$ cat src/rtl/nmac_pkg.sv
package nmac_pkg;

    localparam int WORD_W = 10;
    localparam int MAG_W  = WORD_W - 2;
    localparam int SUM_W  = MAG_W + 1;

    typedef struct packed {
        logic                    neg;
        logic                    zero;
        logic signed [MAG_W-1:0] mag;
    } lword_t;

    typedef struct packed {
        logic                    neg;
        logic                    zero;
        logic signed [SUM_W-1:0] lsum;
    } lprod_t;

    function automatic lprod_t log_mul(lword_t a, lword_t b);
        lprod_t p;
        p.neg  = a.neg ^ b.neg;
        p.zero = a.zero | b.zero;
        p.lsum = SUM_W'(a.mag) + SUM_W'(b.mag);
        return p;
    endfunction

endpackage

$ cat src/rtl/nmac_wmem.sv
module nmac_wmem
    import nmac_pkg::*;
#(
    parameter int DEPTH = 256,
    parameter int AW    = $clog2(DEPTH)
) (
    input  logic          clk,
    input  logic          wr_en,
    input  logic [AW-1:0] wr_addr,
    input  lword_t        wr_data,
    input  logic [AW-1:0] rd_addr,
    output lword_t        rd_data
);

    lword_t store [DEPTH];

    always_ff @(posedge clk) begin
        if (wr_en) begin
            store[wr_addr] <= wr_data;
        end
    end

    assign rd_data = store[rd_addr];

endmodule

$ cat src/rtl/nmac_logmul.sv
module nmac_logmul
    import nmac_pkg::*;
(
    input  logic   clk,
    input  logic   rst,
    input  logic   flush,
    input  logic   in_valid,
    input  lword_t data,
    input  lword_t weight,
    output logic   s1_valid,
    output lprod_t s1_prod
);

    always_ff @(posedge clk) begin
        if (rst || flush) begin
            s1_valid <= 1'b0;
        end else begin
            s1_valid <= in_valid;
        end
        if (rst) begin
            s1_prod <= '0;
        end else if (in_valid) begin
            s1_prod <= log_mul(data, weight);
        end
    end

endmodule

$ cat src/rtl/nmac_accum.sv
module nmac_accum
    import nmac_pkg::*;
#(
    parameter int FRAC  = 4,
    parameter int ACC_W = 24
) (
    input  logic                    clk,
    input  logic                    rst,
    input  logic                    clear,
    input  logic                    in_valid,
    input  logic                    s1_valid,
    input  lprod_t                  s1_prod,
    output logic signed [ACC_W-1:0] acc,
    output logic                    done
);

    localparam int MAX_LSH = ACC_W - 2 - FRAC;
    localparam logic signed [ACC_W-1:0] ACC_MAX = {1'b0, {(ACC_W-1){1'b1}}};
    localparam logic signed [ACC_W-1:0] ACC_MIN = {1'b1, {(ACC_W-1){1'b0}}};

    logic signed [SUM_W-1:0] e_part;
    logic [FRAC:0]           mant;
    logic [ACC_W-1:0]        mag;
    logic signed [ACC_W:0]   wide;
    logic signed [ACC_W-1:0] acc_nxt;
    int                      ei;

    // piecewise-linear antilog: 2^(e + f) ~ (1 + f) * 2^e
    always_comb begin
        e_part = s1_prod.lsum >>> FRAC;
        ei     = int'(e_part);
        mant   = {1'b1, s1_prod.lsum[FRAC-1:0]};
        if (ei > MAX_LSH) begin
            mag = ACC_MAX;
        end else if (ei >= 0) begin
            mag = ACC_W'(mant) << ei;
        end else begin
            mag = ACC_W'(mant) >> (-ei);
        end
    end

    // saturating signed add / subtract
    always_comb begin
        if (s1_prod.neg) begin
            wide = {acc[ACC_W-1], acc} - {1'b0, mag};
        end else begin
            wide = {acc[ACC_W-1], acc} + {1'b0, mag};
        end
        if (wide[ACC_W] != wide[ACC_W-1]) begin
            acc_nxt = wide[ACC_W] ? ACC_MIN : ACC_MAX;
        end else begin
            acc_nxt = wide[ACC_W-1:0];
        end
    end

    always_ff @(posedge clk) begin
        if (rst || clear) begin
            acc  <= '0;
            done <= 1'b0;
        end else begin
            if (s1_valid && !s1_prod.zero) begin
                acc <= acc_nxt;
            end
            if (in_valid) begin
                done <= 1'b0;
            end else if (s1_valid) begin
                done <= 1'b1;
            end
        end
    end

endmodule

$ cat src/rtl/hyb_log_mac.sv
module hyb_log_mac
    import nmac_pkg::*;
#(
    parameter int FRAC  = 4,
    parameter int ACC_W = 24,
    parameter int DEPTH = 256,
    parameter int AW    = $clog2(DEPTH)
) (
    input  logic                    clk,
    input  logic                    rst,
    input  logic                    w_wr_en,
    input  logic [AW-1:0]           w_wr_addr,
    input  logic [WORD_W-1:0]       w_wr_data,
    input  logic                    clear,
    input  logic                    in_valid,
    input  logic [WORD_W-1:0]       in_data,
    input  logic [AW-1:0]           in_waddr,
    output logic signed [ACC_W-1:0] acc_out,
    output logic                    done
);

    lword_t weight;
    logic   s1_vld;
    lprod_t s1_prod;

    nmac_wmem #(.DEPTH(DEPTH), .AW(AW)) wmem_i (
        .clk     (clk),
        .wr_en   (w_wr_en),
        .wr_addr (w_wr_addr),
        .wr_data (lword_t'(w_wr_data)),
        .rd_addr (in_waddr),
        .rd_data (weight)
    );

    nmac_logmul logmul_i (
        .clk      (clk),
        .rst      (rst),
        .flush    (clear),
        .in_valid (in_valid && !clear),
        .data     (lword_t'(in_data)),
        .weight   (weight),
        .s1_valid (s1_vld),
        .s1_prod  (s1_prod)
    );

    nmac_accum #(.FRAC(FRAC), .ACC_W(ACC_W)) accum_i (
        .clk      (clk),
        .rst      (rst),
        .clear    (clear),
        .in_valid (in_valid),
        .s1_valid (s1_vld),
        .s1_prod  (s1_prod),
        .acc      (acc_out),
        .done     (done)
    );

endmodule

$ cat config.mk
export PLATFORM = sky130hd
export DESIGN_NAME = hyb_log_mac
export DESIGN_NICKNAME = d
export VERILOG_FILES = /design/src/rtl/nmac_pkg.sv /design/src/rtl/nmac_wmem.sv /design/src/rtl/nmac_logmul.sv /design/src/rtl/nmac_accum.sv /design/src/rtl/hyb_log_mac.sv
export SDC_FILE = /design/constraint.sdc
export NUM_CORES = 2
export LEC_CHECK = 0
export ABC_AREA = 0
export BUFFER_PORTS_ARGS = -buffer_cell sky130_fd_sc_hd__buf_2
export CORE_MARGIN = 5
export CORE_UTILIZATION = 55
export DETAILED_ROUTE_END_ITERATION = 12
export GPL_ROUTABILITY_DRIVEN = 0
export PLACE_DENSITY = 0.71
export SYNTH_ARGS = -nofsm -noshare
export SYNTH_HDL_FRONTEND = slang
export SYNTH_HIERARCHICAL = 1
export SYNTH_SLANG_ARGS = --single-unit
$ cat constraint.sdc
create_clock -name clk -period 7.1 [get_ports clk]
set_clock_uncertainty 0.1 [all_clocks]
set_input_delay 1.42 -clock clk [delete_from_list [all_inputs] [get_ports clk]]
set_output_delay 1.42 -clock clk [all_outputs]
set_load 0.01 [all_outputs]
-- Word-level counts from Yosys, hierarchy flattened
Memory sizes are Yosys's and may differ from the RTL's.
Cells that the tools add are included.
- register bits after elaboration: 37
- bits in writable memories: 2560
- output and inout bits: 25
- bits of input ports: 41
- memories: 1
- bits in latches: 0
- ROM bits: 0
- memory list (name ; depth ; width ; read ports ; clocked after Yosys merged registers in ; wr ports ; RTL line ; RTL):
    wmem_i.store ; 256 ; 10 ; 1 ; 0 ; 1 ; nmac_wmem.sv:15 ; lword_t store [DEPTH];
- bitwise operators: 2
- reductions and logical operators: 6
- $lt $le $gt $ge: 2
- multiplexer cells: 7
- equal/unequal tests: 1
- add/sub/neg operators: 4
- shifts and indexed selects: 2
- $mul: 0
- div/mod/pow operators: 0
- operators with widths (kind ; number):
    $mux W24 ; 4
    $neg A5 Y32 ; 1
    $shl A5 B32 Y24 ; 1
    $shr A5 B32 Y24 ; 1
    $add A25 B24 Y25 ; 1
    $mux W25 ; 1
    $sub A25 B24 Y25 ; 1
    $add A8 B8 Y9 ; 1
    $gt A5 B6 Y1 const B ; 1
    $ge A5 B1 Y1 const B ; 1
    $logic_and A1 B1 Y1 ; 2
    $logic_not A1 Y1 ; 2
    $mux W1 ; 2
    $reduce_or A2 Y1 ; 1
    $logic_or A1 B1 Y1 ; 1
    $ne A1 B1 Y1 ; 1
    $or A1 B1 Y1 ; 1
    $xor A1 B1 Y1 ; 1

-- Logic depth before layout (Yosys ltp)
- depth in word-level cells: 8
- depth in mapped cells: 31

-- Hierarchy
Netlist, hierarchy kept.
- modules (own cells, without submodules) (module ; cells each ; instances ; seq. area each (um^2) ; area an instance (um^2)):
    nmac_wmem ; 4632 ; 1 ; 76873.7 ; 99053.8
    nmac_accum ; 548 ; 1 ; 500.5 ; 3793.6
    nmac_logmul ; 81 ; 1 ; 240.2 ; 763.2
    hyb_log_mac ; 1 ; 1 ; 0.0 ; 13.8

-- Worst setup path after synthesis
OpenSTA, ideal clock, no wires.
- path kind: register to register
- start point: register, netlist name logmul_i/s1_prod[7]
- end point: register accum_i.acc[21]
- stages on the path, launching flop included: 28
- data required time: 6.926 ns
- setup slack: 1.455 ns
- arrival: 5.471 ns
- period minus slack after synthesis: 5.645 ns
- cells stage by stage: dfxtp_1 > buf_2 > or2_2 > nor2_1 > nand2_1 > ha_1 > or4_4 > nor3_4 > o21ai_2 > a211oi_1 > a21oi_1 > ha_1 > nand2_1 > nor2_1 > and2_1 > a31oi_1 > xnor2_1 > ha_1 > a21oi_1 > o21ai_0 > a31o_2 > o211ai_2 > a21oi_1 > o31a_1 > nor2_1 > clkbuf_1 > o31ai_1 > a31oi_1
- word-level cells in the longest chain between the ends: 8
- elaborated cells on any way between the ends: 13
- those cells by class: add/sub (3); order compare (2); eq/ne (1); shift (2); mux (5)
- RTL lines (what ; RTL line ; RTL):
    $neg A5 Y32 ; nmac_accum.sv:38 ; mag = ACC_W'(mant) >> (-ei);
    $shr A5 B32 Y24 ; nmac_accum.sv:38 ;
    $mux W24 ; nmac_accum.sv:35 ; end else if (ei >= 0) begin
    $mux W24 (*) ; nmac_accum.sv:33 ; if (ei > MAX_LSH) begin
    $add A25 B24 Y25 or $sub A25 B24 Y25 (tied branches) ; nmac_accum.sv:47, nmac_accum.sv:45 ;
    $mux W25 (*) ; nmac_accum.sv:44 ; if (s1_prod.neg) begin
    $mux W24 or $ne A1 B1 Y1 (tied branches) ; nmac_accum.sv:50, nmac_accum.sv:49 ;
    $mux W24 (*) ; nmac_accum.sv:49 ; if (wide[ACC_W] != wide[ACC_W-1]) begin
    end signal: assignment ; nmac_accum.sv:62 ; acc <= acc_nxt;
    end: declaration ; nmac_accum.sv:13 ; output logic signed [ACC_W-1:0] acc,
Every way passes the cells marked *; elsewhere a longest branch is shown, timed or not.
A chain may end at the register's enable or synchronous reset.

-- Worst setup path in the final report
- start point: register, netlist name logmul_i/s1_prod[8]
- end point: register accum_i.acc[17]
- word-level cells in the longest chain between the ends: 8
- elaborated cells on any way between the ends: 13
- those cells by class: add/sub (3); order compare (2); eq/ne (1); shift (2); mux (5)
- RTL lines (what ; RTL line):
    $neg A5 Y32 ; nmac_accum.sv:38
    $shr A5 B32 Y24 ; nmac_accum.sv:38
    $mux W24 ; nmac_accum.sv:35
    $mux W24 (*) ; nmac_accum.sv:33
    $add A25 B24 Y25 or $sub A25 B24 Y25 (tied branches) ; nmac_accum.sv:47, nmac_accum.sv:45
    $mux W25 (*) ; nmac_accum.sv:44
    $mux W24 or $ne A1 B1 Y1 (tied branches) ; nmac_accum.sv:50, nmac_accum.sv:49
    $mux W24 (*) ; nmac_accum.sv:49
Marked as above.

==> flow_summary_export.csv <==
group,metric,value,unit
floorplan,num_rows,159,
sta,worst_slack,0.577,ns
yosys,ys_types,90,
yosys,syn_nets,5345,
power,finalPower,31.8,mW
power,cellLeakagePower,35.9,nW
floorplan,die_y,444,um
floorplan,dieArea,0.197,sq mm
yosys,synth_most_common_cell,"edfxtp_1",
detailed_routing,top_layer_used,"met5",
detailed_routing,vias,53900,
yosys,synthTopCellsByCount,"2560 x edfxtp_1, 495 x mux4_2, 349 x nor2_1",
yosys,synth-edff-count,2560,
clocking,path_clk_slew,0.07,ns
clocking,clock_latency,0.88,ns
clocking,cts-root-buf,"clkbuf_16",
detailed_routing,drc,0,
yosys,synth_area,0.104,sq mm
finish,final_layout_size_suffix_gt1_share,19.4,%
critical_path,cp_max_fo,24,
global_routing,grt_pass1_vias,52600,
critical_path,rr_endpoint,"accum_i/acc[17]$_SDFFE_PP0P_",
yosys,syn_inst,5262,
yosys,ys_seq_elements,2597,
clocking,htreeDepth,4,
critical_path,cp_slowest_stage_delay,0.66,ns
global_routing,grt_max_degree,169,
global_routing,grt_pass1_wl,369,mm
clocking,clk_path_buf_depth,3,
yosys,synth_top_cell_by_area,"edfxtp_1",
detailed_routing,dr.first_iter.drc_count,6494,
sta,rsz0062_at_grt,"false",
detailed_routing,wl_met1,97.8,mm
finish,nNetsFinal,5478,
sta,setup_tns,0,ns
sta,max_freq,153,MHz
clocking,cts_hold_buffers,0,
sta,worstMarginPinSlew,1.41,ns
yosys,avgSynthCellArea,19.7,sq um
power,power.density,278,mW/mm^2
status,status,"finished, final reports clean",
sta,drv_slew,0,
detailed_routing,route.met2.wl,122,mm
sta,finalSetupViolCount,0,
sta,hold_viol_final,0,
clocking,cts_buffers,239,
detailed_routing,first_pass_iters,6,
clocking,clock_sinks,2597,
floorplan,die_x,444,um
critical_path,critPathCaptureType,"flip-flop",
finish,area_delta_synth_final,10.2,%
detailed_routing,dr_wl_met3,25.0,mm
detailed_routing,wl_per_cell,31.6,um
global_routing,antenna_found_initial,12,
floorplan,start_util,55.2,%
yosys,synth_top_cell_area_share,74.2,%
sta,layout_min_cycle_time,6.52,ns
critical_path,worstReg2RegStart,"logmul_i/s1_prod[8]$_SDFFE_PP0P_",
min_path,whs_endpoint,"accum_i/done$_SDFFE_PP0P_",
placement,portBuffers,65,
critical_path,reg2reg_depth,26,
clocking,cts_resized,0,
yosys,synth-async-reset-ratio,0,%
min_path,hp-start,"accum_i/done$_SDFFE_PP0P_",
clocking,cts_tree,"done",
flow_run,cap_violations,0,
min_path,holdPathStages,2,
critical_path,regToRegSetupSlack,0.58,ns
yosys,ys_seq_area_share,74.9,%
critical_path,path_class,"flip-flop to flip-flop",
placement,hpwl,157,mm
clocking,cts_setup_buffers,0,
finish,fill_cells,12800,
floorplan,io_pins,66,
floorplan,core_area,0.188,sq mm
yosys,synth_warnings,6,
yosys,synth_area_leaders,"edfxtp_1 74%, mux4_2 11%, mux2i_1 2.1%, a22oi_1 1.4%, nor2_1 1.3%",
sta,slew_headroom,5.88,%
min_path,min_path_type,"flip-flop to flip-flop",
yosys,synth_flop_cell,"edfxtp_1",
detailed_routing,ant_nets,0,
detailed_routing,viasPerCell,6.67,
placement,place_ws,0.696,ns
global_routing,overflow,0,
critical_path,critPathLaunchType,"flip-flop",
global_routing,globalRouteTotalUtil,25.6,%
critical_path,cp_slowest_cell,"nor2_2",
detailed_routing,wl,255,mm
critical_path,required,7.77,ns
sta,fin_crit_sh,91.9,%
power,ir_drop,0.265,mV
critical_path,cp.arrival,7.20,ns
[per-stage QoR]
| step | instance area, sq um | hold slack, ns | cells | util (%) |
|---|---|---|---|---|
| after CTS | 114000 | 0.408 | 8084 | 60.9 |
| after global routing | 114000 | 0.445 | 8088 | 60.9 |
| after detailed placement | 107000 | 0.396 | 7649 | 56.9 |
| after global placement | 107000 | 0.369 | 7649 | 56.9 |
| final | 114000 | 0.400 | 8088 | 60.9 |
| after floorplan | 104000 | 0.358 | 5262 | - |
[state kept, by name, indices dropped and copies added, names as in the netlist]
name,count
accum_i/done,1
logmul_i/s1_valid,1
wmem_i/store,2560
logmul_i/s1_prod,11
accum_i/acc,24
[worst max path at each step]
stage                                      from                            to  slack, ns  cells after the start
5_1_grt        logmul_i/s1_prod[8]$_SDFFE_PP0P_  accum_i/acc[17]$_SDFFE_PP0P_       0.13                     26
3_3_place_gp   logmul_i/s1_prod[8]$_SDFFE_PP0P_  accum_i/acc[17]$_SDFFE_PP0P_       0.87                     26
6_report       logmul_i/s1_prod[8]$_SDFFE_PP0P_  accum_i/acc[17]$_SDFFE_PP0P_       0.58                     26
2_1_floorplan  logmul_i/s1_prod[7]$_SDFFE_PP0P_  accum_i/acc[21]$_SDFFE_PP0P_       1.45                     27
4_1_cts        logmul_i/s1_prod[8]$_SDFFE_PP0P_  accum_i/acc[17]$_SDFFE_PP0P_       0.66                     26
3_5_place_dp   logmul_i/s1_prod[8]$_SDFFE_PP0P_  accum_i/acc[17]$_SDFFE_PP0P_       0.70                     26
[kinds of logic after synthesis]
logic type,share of synthesized area [%]
mux,13.9
fa+ha+maj,0.522
buf+inv,2.03
xor+xnor,0.321
simple gates,3.18
flops,74.9
compound gates,5.11
[worst max-delay path, delay by kind of cell (launching register included)]
| kind | cells | cell delay, ns |
|---|---|---|
| buf+inv | 1 | 0.24 |
| xor+xnor | 1 | 0.16 |
| fa+ha+maj | 3 | 0.77 |
| simple gates | 10 | 2.75 |
| flops | 1 | 0.31 |
| compound gates | 11 | 2.09 |
[cells in the final DEF (no fill, tap or decap), types with 41 or more instances in the layout]
cell type and instances:
edfxtp_1 2560, mux4_2 495, nor2_1 346, clkbuf_16 243, mux2i_1 216, a22oi_1 194, a21oi_1 192, buf_4 124
nand2_1 94, o22ai_1 79, clkbuf_1 57, o21ai_0 54, nand3_1 52, buf_2 52, clkinv_1 48, clkinv_2 47
nor3_1 46, o221ai_1 41, mux4_1 41
[layer usage]
| metal | global-route usage [%] | vias to the layer above |
|---|---|---|
| li1 | - | 22200 |
| met1 | 36.0 | 28200 |
| met2 | 40.1 | 3063 |
| met3 | 5.54 | 500 |
| met4 | 9.61 | 2 |
| met5 | 0 | - |
[power by group]
part           total (mW)  internal (mW)  switching (mW)
sequential           16.9           16.9          0.0297
clock                12.4           7.05            5.40
combinational        2.41          0.850            1.56
[layout make-up]
class / count / area, sq um / share of cell area (%)
inverter: 20 / 75.1 / 0.0657
sequential: 2597 / 77600 / 67.9
timing repair buffer: 214 / 1890 / 1.65
multi-input combinational: 2323 / 24000 / 21.0
clock buffer: 305 / 6360 / 5.57
tap: 2495 / 3120 / 2.73
antenna: 4 / 10.0 / 0.00876
clock inverter: 130 / 1190 / 1.04
(Power assumes the default switching activity.)
